**src/rtl/gdq_pkg.sv**
```systemverilog
package gdq_pkg;

  localparam int unsigned TS_W = 32;

  typedef logic [TS_W-1:0] ts_t;

  typedef enum logic [1:0] {
    ARR_EARLY = 2'd0,
    ARR_TIGHT = 2'd1,
    ARR_LATE  = 2'd2
  } arr_class_e;

  // Tick on which a stamped message must be handed to the local core.
  function automatic ts_t due_of(input ts_t stamp, input ts_t lag);
    return stamp + lag;
  endfunction

  // Signed distance from 'earlier' to 'later' on the wrapping time line.
  function automatic logic signed [TS_W-1:0] ts_gap(input ts_t later, input ts_t earlier);
    return signed'(later - earlier);
  endfunction

  // True once 'now' has come to or past 'due'.
  function automatic logic ts_reached(input ts_t now, input ts_t due);
    return ts_gap(now, due) >= 0;
  endfunction

  // Classify an arrival by how much time is left before it falls due.
  function automatic arr_class_e classify(input ts_t now, input ts_t due, input ts_t margin);
    logic signed [TS_W-1:0] slack;
    slack = ts_gap(due, now);
    if (slack <= 0)                  return ARR_LATE;
    else if (slack < signed'(margin)) return ARR_TIGHT;
    else                             return ARR_EARLY;
  endfunction

endpackage

```
**src/rtl/gdq_stamper.sv**
```systemverilog
module gdq_stamper
  import gdq_pkg::*;
#(
  parameter int unsigned DATA_W = 32
) (
  input  logic              clk,
  input  logic              rst_n,
  input  logic              in_valid,
  output logic              in_ready,
  input  logic [DATA_W-1:0] in_data,
  input  ts_t               lead_ts,
  output logic              out_valid,
  input  logic              out_ready,
  output logic [DATA_W-1:0] out_data,
  output ts_t               out_stamp
);

  logic              hold_q;
  logic [DATA_W-1:0] data_q;
  ts_t               stamp_q;
  logic              take;

  assign in_ready = !hold_q || out_ready;
  assign take     = in_valid && in_ready;

  always_ff @(posedge clk or negedge rst_n) begin
    if (!rst_n) begin
      hold_q  <= 1'b0;
      data_q  <= '0;
      stamp_q <= '0;
    end else begin
      if (in_ready) hold_q <= in_valid;
      if (take) begin
        data_q  <= in_data;
        stamp_q <= lead_ts;
      end
    end
  end

  assign out_valid = hold_q;
  assign out_data  = data_q;
  assign out_stamp = stamp_q;

  // a message refused downstream stays put with its stamp
  a_r1_hold_stable: assert property (@(posedge clk) disable iff (!rst_n)
    out_valid && !out_ready |=> out_valid && $stable(out_data) && $stable(out_stamp));

endmodule

```
**src/rtl/gdq_store.sv**
```systemverilog
module gdq_store
  import gdq_pkg::*;
#(
  parameter int unsigned DATA_W = 32,
  parameter int unsigned DEPTH  = 16,
  localparam int unsigned PTR_W = $clog2(DEPTH),
  localparam int unsigned CNT_W = $clog2(DEPTH + 1)
) (
  input  logic              clk,
  input  logic              rst_n,
  input  logic              push,
  input  logic [DATA_W-1:0] push_data,
  input  ts_t               push_due,
  input  logic              pop,
  output logic [DATA_W-1:0] head_data,
  output ts_t               head_due,
  output logic [CNT_W-1:0]  count,
  output logic              full,
  output logic              empty
);

  logic [PTR_W-1:0]  wr_ptr_q, rd_ptr_q;
  logic [CNT_W-1:0]  count_q;
  logic [DATA_W-1:0] slot_data [DEPTH];
  ts_t               slot_due  [DEPTH];

  function automatic logic [PTR_W-1:0] ptr_inc(input logic [PTR_W-1:0] p);
    return (p == PTR_W'(DEPTH - 1)) ? '0 : p + 1'b1;
  endfunction

  for (genvar gi = 0; gi < DEPTH; gi++) begin : g_slot
    logic [DATA_W-1:0] d_q;
    ts_t               t_q;
    logic              wr_en;
    assign wr_en = push && (wr_ptr_q == PTR_W'(gi));
    always_ff @(posedge clk or negedge rst_n) begin
      if (!rst_n) begin
        d_q <= '0;
        t_q <= '0;
      end else if (wr_en) begin
        d_q <= push_data;
        t_q <= push_due;
      end
    end
    assign slot_data[gi] = d_q;
    assign slot_due[gi]  = t_q;
  end

  always_ff @(posedge clk or negedge rst_n) begin
    if (!rst_n) begin
      wr_ptr_q <= '0;
      rd_ptr_q <= '0;
      count_q  <= '0;
    end else begin
      if (push) wr_ptr_q <= ptr_inc(wr_ptr_q);
      if (pop)  rd_ptr_q <= ptr_inc(rd_ptr_q);
      count_q <= count_q + CNT_W'(push) - CNT_W'(pop);
    end
  end

  assign head_data = slot_data[rd_ptr_q];
  assign head_due  = slot_due[rd_ptr_q];
  assign count     = count_q;
  assign full      = (count_q == CNT_W'(DEPTH));
  assign empty     = (count_q == '0);

  // release logic never drains an empty store
  a_r2_no_underflow: assert property (@(posedge clk) disable iff (!rst_n)
    pop |-> !empty);

  // a write into a full store only happens alongside a release
  a_r3_no_overflow: assert property (@(posedge clk) disable iff (!rst_n)
    push && full |-> pop);

  // simultaneous entry and release leave the occupancy unchanged
  a_r10_swap_keeps_count: assert property (@(posedge clk) disable iff (!rst_n)
    push && pop |=> count == $past(count));

endmodule

```
**src/rtl/gdq_gate.sv**
```systemverilog
module gdq_gate
  import gdq_pkg::*;
#(
  parameter int unsigned DELAY  = 256,
  parameter int unsigned MARGIN = 32
) (
  input  logic clk,
  input  logic rst_n,
  input  logic msg_valid,
  input  ts_t  msg_stamp,
  output logic msg_ready,
  input  ts_t  local_ts,
  input  logic store_full,
  input  logic store_empty,
  input  ts_t  head_due,
  output logic push,
  output ts_t  push_due,
  output logic pop,
  output logic margin_warn,
  output logic lockstep_err
);

  arr_class_e arr_cls;
  logic       head_ripe;
  logic       warn_q;
  logic       err_q;

  assign push_due  = due_of(msg_stamp, ts_t'(DELAY));
  assign head_ripe = !store_empty && ts_reached(local_ts, head_due);
  assign pop       = head_ripe;
  assign msg_ready = !store_full || pop;
  assign push      = msg_valid && msg_ready;
  assign arr_cls   = classify(local_ts, push_due, ts_t'(MARGIN));

  always_ff @(posedge clk or negedge rst_n) begin
    if (!rst_n) begin
      warn_q <= 1'b0;
      err_q  <= 1'b0;
    end else begin
      warn_q <= push && (arr_cls != ARR_EARLY);
      err_q  <= err_q || (push && (arr_cls == ARR_LATE));
    end
  end

  assign margin_warn  = warn_q;
  assign lockstep_err = err_q;

  // every warning pulse is caused by an arrival in the cycle before
  a_r6_warn_follows_push: assert property (@(posedge clk) disable iff (!rst_n)
    margin_warn |-> $past(push));

  // the violation flag never clears by itself
  a_r7_err_sticky: assert property (@(posedge clk) disable iff (!rst_n)
    lockstep_err |=> lockstep_err);

endmodule

```
**src/rtl/lag_gate_queue.sv**
```systemverilog
module lag_gate_queue
  import gdq_pkg::*;
#(
  parameter int unsigned DATA_W = 32,
  parameter int unsigned DEPTH  = 16,
  parameter int unsigned DELAY  = 256,
  parameter int unsigned MARGIN = 32,
  localparam int unsigned CNT_W = $clog2(DEPTH + 1)
) (
  input  logic              clk,
  input  logic              rst_n,
  input  logic              src_valid,
  output logic              src_ready,
  input  logic [DATA_W-1:0] src_data,
  input  logic [31:0]       lead_ts,
  input  logic [31:0]       local_ts,
  output logic              dlv_valid,
  output logic [DATA_W-1:0] dlv_data,
  output logic [CNT_W-1:0]  q_count,
  output logic              q_full,
  output logic              q_empty,
  output logic              margin_warn,
  output logic              lockstep_err
);

  logic              msg_valid, msg_ready;
  logic [DATA_W-1:0] msg_data;
  ts_t               msg_stamp;
  logic              push_w, pop_w;
  ts_t               push_due_w, head_due_w;
  logic [DATA_W-1:0] head_data_w;

  gdq_stamper #(.DATA_W(DATA_W)) u_stamp (
    .clk       (clk),
    .rst_n     (rst_n),
    .in_valid  (src_valid),
    .in_ready  (src_ready),
    .in_data   (src_data),
    .lead_ts   (lead_ts),
    .out_valid (msg_valid),
    .out_ready (msg_ready),
    .out_data  (msg_data),
    .out_stamp (msg_stamp)
  );

  gdq_gate #(.DELAY(DELAY), .MARGIN(MARGIN)) u_gate (
    .clk          (clk),
    .rst_n        (rst_n),
    .msg_valid    (msg_valid),
    .msg_stamp    (msg_stamp),
    .msg_ready    (msg_ready),
    .local_ts     (local_ts),
    .store_full   (q_full),
    .store_empty  (q_empty),
    .head_due     (head_due_w),
    .push         (push_w),
    .push_due     (push_due_w),
    .pop          (pop_w),
    .margin_warn  (margin_warn),
    .lockstep_err (lockstep_err)
  );

  gdq_store #(.DATA_W(DATA_W), .DEPTH(DEPTH)) u_store (
    .clk       (clk),
    .rst_n     (rst_n),
    .push      (push_w),
    .push_data (msg_data),
    .push_due  (push_due_w),
    .pop       (pop_w),
    .head_data (head_data_w),
    .head_due  (head_due_w),
    .count     (q_count),
    .full      (q_full),
    .empty     (q_empty)
  );

  assign dlv_valid = pop_w;
  assign dlv_data  = head_data_w;

  // a delivery always removes one entry unless a new one replaces it
  a_r4_release_drains: assert property (@(posedge clk) disable iff (!rst_n)
    dlv_valid && !push_w |=> q_count == $past(q_count) - 1'b1);

  // nothing is delivered from an empty queue
  a_r4_release_needs_entry: assert property (@(posedge clk) disable iff (!rst_n)
    dlv_valid |-> !q_empty);

  // input stalls only because the queue has no room
  a_r1_stall_only_when_full: assert property (@(posedge clk) disable iff (!rst_n)
    !src_ready |-> q_full);

endmodule

```
**config.mk**
```make
export PLATFORM = sky130hd
export DESIGN_NAME = lag_gate_queue
export DESIGN_NICKNAME = d
export VERILOG_FILES = /design/src/rtl/gdq_pkg.sv /design/src/rtl/gdq_stamper.sv /design/src/rtl/gdq_store.sv /design/src/rtl/gdq_gate.sv /design/src/rtl/lag_gate_queue.sv
export SDC_FILE = /design/constraint.sdc
export NUM_CORES = 2
export LEC_CHECK = 0
export ABC_AREA = 1
export CAP_MARGIN = 20
export CORE_MARGIN = 2
export CORE_UTILIZATION = 30
export CTS_CLUSTER_DIAMETER = 150
export DETAILED_ROUTE_END_ITERATION = 8
export DONT_BUFFER_PORTS = 1
export MAX_ROUTING_LAYER = met4
export SLEW_MARGIN = 40
export SYNTH_ARGS = -nofsm -noshare
export SYNTH_HDL_FRONTEND = slang
export SYNTH_SLANG_ARGS = --single-unit
```
**constraint.sdc**
```tcl
create_clock -name clk -period 6.4 [get_ports clk]
set_input_delay 0 -clock clk [delete_from_list [all_inputs] [get_ports clk]]
set_output_delay 0 -clock clk [all_outputs]
set_load 0.05 [all_outputs]
```
# After elaboration in Yosys (flattened, before gate mapping)
# Index checks and enable logic that the tools add are counted.
# word_totals
reg_bits	1104
out_inout_bits	43
# classes
add_sub_neg	7
n_lt_le_gt_ge	4
n_eq_ne	18
muxes	10
bitwise_logic	1
n_reduce_logical	30
# ops
operator	count
$bmux 32 s4	2
$mux 32	4
$sub 32x32->32	2
$eq 4x4->1 const B	9
$add 32x9->32 const B	1
$ge 32x1->1 const B	1
$le 32x1->1 const B	1
$lt 32x7->1 const B	1
$logic_and 1x1->1	21
$eq 4x3->1 const B	4
$add 4x1->4 const B	2
$eq 4x2->1 const B	2
$mux 4	2
$add 5x1->5	1
$eq 5x5->1 const B	1
$ge 5x5->1 const B	1
$logic_not 5->1	1
$not 4->5	1
$sub 5x1->5	1
$eq 4x1->1 const B	1
$logic_not 4->1	1
$logic_not 1->1	3
$logic_or 1x1->1	3
$eq 2x2->1 const B	1
other kinds (3)	3

# Longest topological paths before layout
# logic_depth
ltp_word	11
depth_mapped	32
depth_no_buf	30

# Modules after synthesis
# Synthesis repeated with hierarchy kept, for this count alone.
# unflattened
cells_unflattened	7974
hier_area_um2	57231.1
# modules_own_cells
mod	instances	cells_per_inst	area_per_inst_um2	seq_area_each_um2
gdq_store	1	6884	50524.7	25949.9
gdq_gate	1	808	4097.7	50.0
gdq_stamper	1	282	2608.8	1626.6

# Worst setup path after synthesis
# OpenSTA, ideal clock, no wires.
# synth_timing
path_kind	register to register
start	reg u_store.rd_ptr_q[0]
end	reg u_store.count_q[4] (netlist: u_store.count[4])
setup_ps	128
t_arrival_ps	4884
required_time_ps	6272
path_slack_ps	1388
path_stages_with_launch	33
period_less_slack_ps	5012
path_cell_list	dfrtp_1 buf_2 buf_2 clkbuf_1 buf_2 clkbuf_1 nor2_1 nor2_1 o21ai_0 a31oi_1 a221oi_1 ha_1 nand2_1 inv_2 o21ai_1 nand2_1 nand2_1 nand2_1 o21bai_1 nor2_1 nand3_1 nand2_1 inv_1 o21ai_1 inv_1 ha_1 inv_1 ha_1 inv_1 fa_1 o21ai_0 a21oi_1 xor2_1
# synth_via
elab_chain_len	11
# synth_lines
element	line	source
start: declaration	gdq_store.sv:22	logic [PTR_W-1:0] wr_ptr_q, rd_ptr_q;
start signal: assignment	gdq_store.sv:56	if (pop) rd_ptr_q <= ptr_inc(rd_ptr_q);
$not 4->5 (implied by the code) (*)	gdq_store.sv:62	assign head_due = slot_due[rd_ptr_q];
$bmux 32 s4 (*)	gdq_store.sv:62	
$mux 32 (implied by the code) (*) (2 in series)	gdq_store.sv:62	
$sub 32x32->32 (*)	gdq_pkg.sv:20	return signed'(later - earlier);
$ge 32x1->1 (*)	gdq_pkg.sv:25	return ts_gap(now, due) >= 0;
$logic_and 1x1->1 (*)	gdq_gate.sv:29	assign head_ripe = !store_empty && ts_reached(local_ts, head_due);
named net dlv_valid	lag_gate_queue.sv:17	output logic dlv_valid,
$logic_or 1x1->1	gdq_gate.sv:31	assign msg_ready = !store_full || pop;
$logic_and 1x1->1	gdq_gate.sv:32	assign push = msg_valid && msg_ready;
$add 5x1->5	gdq_store.sv:57	count_q <= count_q + CNT_W'(push) - CNT_W'(pop);
$sub 5x1->5 (*)	gdq_store.sv:57	
end signal: assignment	gdq_store.sv:57	
end: declaration	gdq_store.sv:23	logic [CNT_W-1:0] count_q;
# The timed path passes the listed nets; every way through them passes the cells marked *. The select of a mux whose other input is x is not followed.
# A chain may end at the register's enable or synchronous reset.

# Worst setup path after layout
# layout_timing
start	reg u_store.rd_ptr_q[2]
end	reg u_stamp.data_q[1] (netlist: u_stamp.out_data[1])
# layout_via
elab_chain_len	10
# layout_lines
element	line	source
$not 4->5 (implied by the code)	gdq_store.sv:62	
$bmux 32 s4	gdq_store.sv:62	
$mux 32 (implied by the code) (2 in series)	gdq_store.sv:62	
$sub 32x32->32	gdq_pkg.sv:20	
$ge 32x1->1	gdq_pkg.sv:25	
$logic_and 1x1->1	gdq_gate.sv:29	
$logic_or 1x1->1	gdq_gate.sv:31	
$logic_or 1x1->1	gdq_stamper.sv:23	assign in_ready = !hold_q || out_ready;
named net src_ready	lag_gate_queue.sv:13	output logic src_ready,
$logic_and 1x1->1	gdq_stamper.sv:24	assign take = in_valid && in_ready;
end signal: assignment	gdq_stamper.sv:34	data_q <= in_data;
end: declaration	gdq_stamper.sv:19	logic [DATA_W-1:0] data_q;
# The timed path passes the listed nets, and every way through them passes these cells. The select of a mux whose other input is x is not followed.

==> metrics <==
Post-Syn Nets 6667; Hold Crit Class input port to flop; First DRT Iteration DRCs 5212; post-layout min period 5.93 ns; Synth Flop Type dfrtp_1; Final Skew 0.0856 ns; Max Slew Vio Count 0; maximum clock rate 0.169 GHz; total CTS buffers 111; syn avg cell area 8.16 um^2; vias in the first global route 44700; H-tree Lvls 3; initial antenna violation count 5; FF/Latch Area 27600 um^2; GP Congestion 0.899; DRC viols 0; final hold viol count 0; clk slew on worst S/H paths 0.07 ns; final hold slack 0.0794 ns; clock tree sinks 1104; die area 180000 um^2; dpl hpwl 101000 um; die height 424 um; vias per inst 5.23; CP Launch Type flop; post-route setup TNS 0 ns; Area contributors post-synth dfrtp_1, nand2_1, o21ai_0, o21ai_1, nor2_1; Power Density 513 nW/um^2; RSZ-0062 raised after global routing no; worst skew pair latency 0.78 ns; CTS tree yes; Slew headroom 0.426; Post-Syn Instances 6492; Die W 424 um; DRT antenna net count 0; flops & latches, synth 1104; Slew @ Worst Pin 0.861 ns; total grt overflow 0; period utilization 0.926; worst vdd rail ir drop 0.299 mV; CTS max path bufs 3; CP arrival 6.62 ns; Async S/R FF share, synth 1.00; Synth top area share 0.522; commonest non-fill, non-tap cell in the layout nand2_1; largest area contributor in the netlist dfrtp_1; Crit path required time 7.09 ns; core area 176000 um^2; Post-CTS Resized 0; Layout fillers 18200; GRT Total Usage 0.198; root buf cell clkbuf_16; sequential-to-total area share from yosys stat 0.522; Synth cell types 42; yosys warns 0; DRT Wirelength 176000 um; global-route wire length before repair 273000 um; Starting Density 0.301; Crit Path Max Fanout 66; share of cells above drive strength 1 0.0528; drt wl/cell 19.9 um; Buffers on Ports 0; number of synthesized flops with an enable pin 0; Max Cap Viol 0; Core Rows 154; # IOs 142; largest net degree at the start of global routing 189; count of final setup violators 0; leak pwr 28.0 nW; hold_buf cts 200; Synth Cell Area 52900 um^2; Area growth, synth to finish 15.0%; post-CTS setup buffers 0; Vias 46200; commonest non-fill, non-tap cells in the layout nand2_1, dfrtp_1, o21ai_0; multi-input logic area 22100 um^2; Detailed Routing Iterations Pass 1 8; Crit Path Category flop to flop; Setup crit end kind flop; status completed; NumNets Final 6566
stage by stage:
stage	power (W)	setup slack (ns)	cell area [um^2]	util	cells
2_1_floorplan	0.0203	1.39	52900	-	6492
3_3_place_gp	0.0241	0.761	54800	0.312	8408
3_5_place_dp	0.0244	0.764	55100	0.313	8416
4_1_cts	0.0313	0.553	60800	0.346	8813
5_1_grt	0.0335	0.196	60900	0.346	8820
6_report	0.0312	0.472	60900	0.346	8824
routing by layer:
| layer | global-route usage | up-vias | wire, um |
|---|---|---|---|
| li1 | - | 21600 | - |
| met1 | 0.268 | 22700 | 77800 |
| met2 | 0.305 | 1676 | 80100 |
| met3 | 0.0355 | 272 | 12800 |
| met4 | 0.0563 | 0 | 5100 |
| met5 | - | - | 0 |
final timing paths:
path	from	to	slack (ns)	cells past startpoint
max in group asynchronous	rst_n	u_store.g_slot[13].t_q[25]	3.06	9
max	u_store.rd_ptr_q[2]	u_stamp.out_data[1]	0.47	20
min in group asynchronous	rst_n	u_store.g_slot[15].d_q[12]	0.52	4
min reg2reg	u_store.g_slot[5].t_q[11]	u_store.g_slot[5].t_q[11]	0.47	2
min	local_ts[11]	u_gate.margin_warn	0.08	9
max reg2reg	u_store.rd_ptr_q[2]	u_stamp.out_data[1]	0.47	20
cells in the mapped netlist, types with 2 or more instances:
master / number
nor2_2: 4
nor2_1: 638
buf_4: 16
nand3_2: 6
o21ai_0: 818
buf_1: 17
a211oi_1: 2
xnor2_2: 2
inv_1: 243
and2_1: 2
buf_6: 21
o22ai_1: 149
o21ai_1: 588
ha_1: 74
o221ai_1: 98
nand2_1: 1723
nand3_1: 157
buf_2: 139
a31oi_1: 8
nand3b_1: 5
clkbuf_1: 343
o211ai_1: 15
nand3_4: 11
nor3_1: 12
xor2_1: 14
a221oi_1: 30
dfrtp_1: 1104
o21a_1: 2
fa_1: 2
nand4_1: 172
inv_2: 7
a21oi_1: 41
xnor2_1: 17
o21bai_1: 4
critical path: stages (launching register included):
cell and delay [ns]:
dfrtp_4 0.60, clkinv_2 0.45, buf_4 0.44, a31oi_1 0.13, a221oi_1 0.63, ha_1 0.24
nand2_1 0.07, inv_1 0.05, nand3_1 0.09, nor3_1 0.17, nand2_1 0.10, a21boi_1 0.23
nor2_1 0.07, nand3_1 0.09, nand2_1 0.23, nand3_4 0.16, buf_6 0.58, nand3_1 0.18
dlygate4sd3_1 0.63, nand2_1 0.09, dlygate4sd3_1 0.57
cell type report:
class,instances,area share
Sequential cell,1104,0.454
Multi-Input combinational cell,4601,0.362
Inverter,250,0.0157
Antenna cell,9,0.000370
Timing Repair Buffer,323,0.0588
Clock buffer,159,0.0520
Tap cell,2340,0.0481
Clock inverter,38,0.00849
registers in the layout, summed over array words and instances (netlist names):
name and cells:
u_gate.margin_warn 1, u_store.g_slot.d_q 512, u_stamp.out_valid 1, u_stamp.out_data 32, u_gate.lockstep_err 1, u_stamp.out_stamp 32, u_store.rd_ptr_q 4, u_store.g_slot.t_q 512
u_store.count 5, u_store.wr_ptr_q 4
power by group:
part           switching, W  internal, W
clock               0.00291      0.00377
combinational       0.00882      0.00411
sequential          0.00175      0.00988
logic make-up (layout without fill, tap and decap cells):
logic type               count (synthesis)  count (layout)  share of synthesized area
XOR/XNOR                                33              33                    0.00574
buffers and inverters                  787             770                     0.0634
other                                    0               9                          0
flip-flops                            1104            1104                      0.522
AND/OR/NAND/NOR                       2735            2735                      0.211
AO/OA/AOI/OAI                         1757            1757                      0.180
adder cells (fa/ha/maj)                 76              76                     0.0182
No activity file was read; power rests on OpenSTA's default activity.
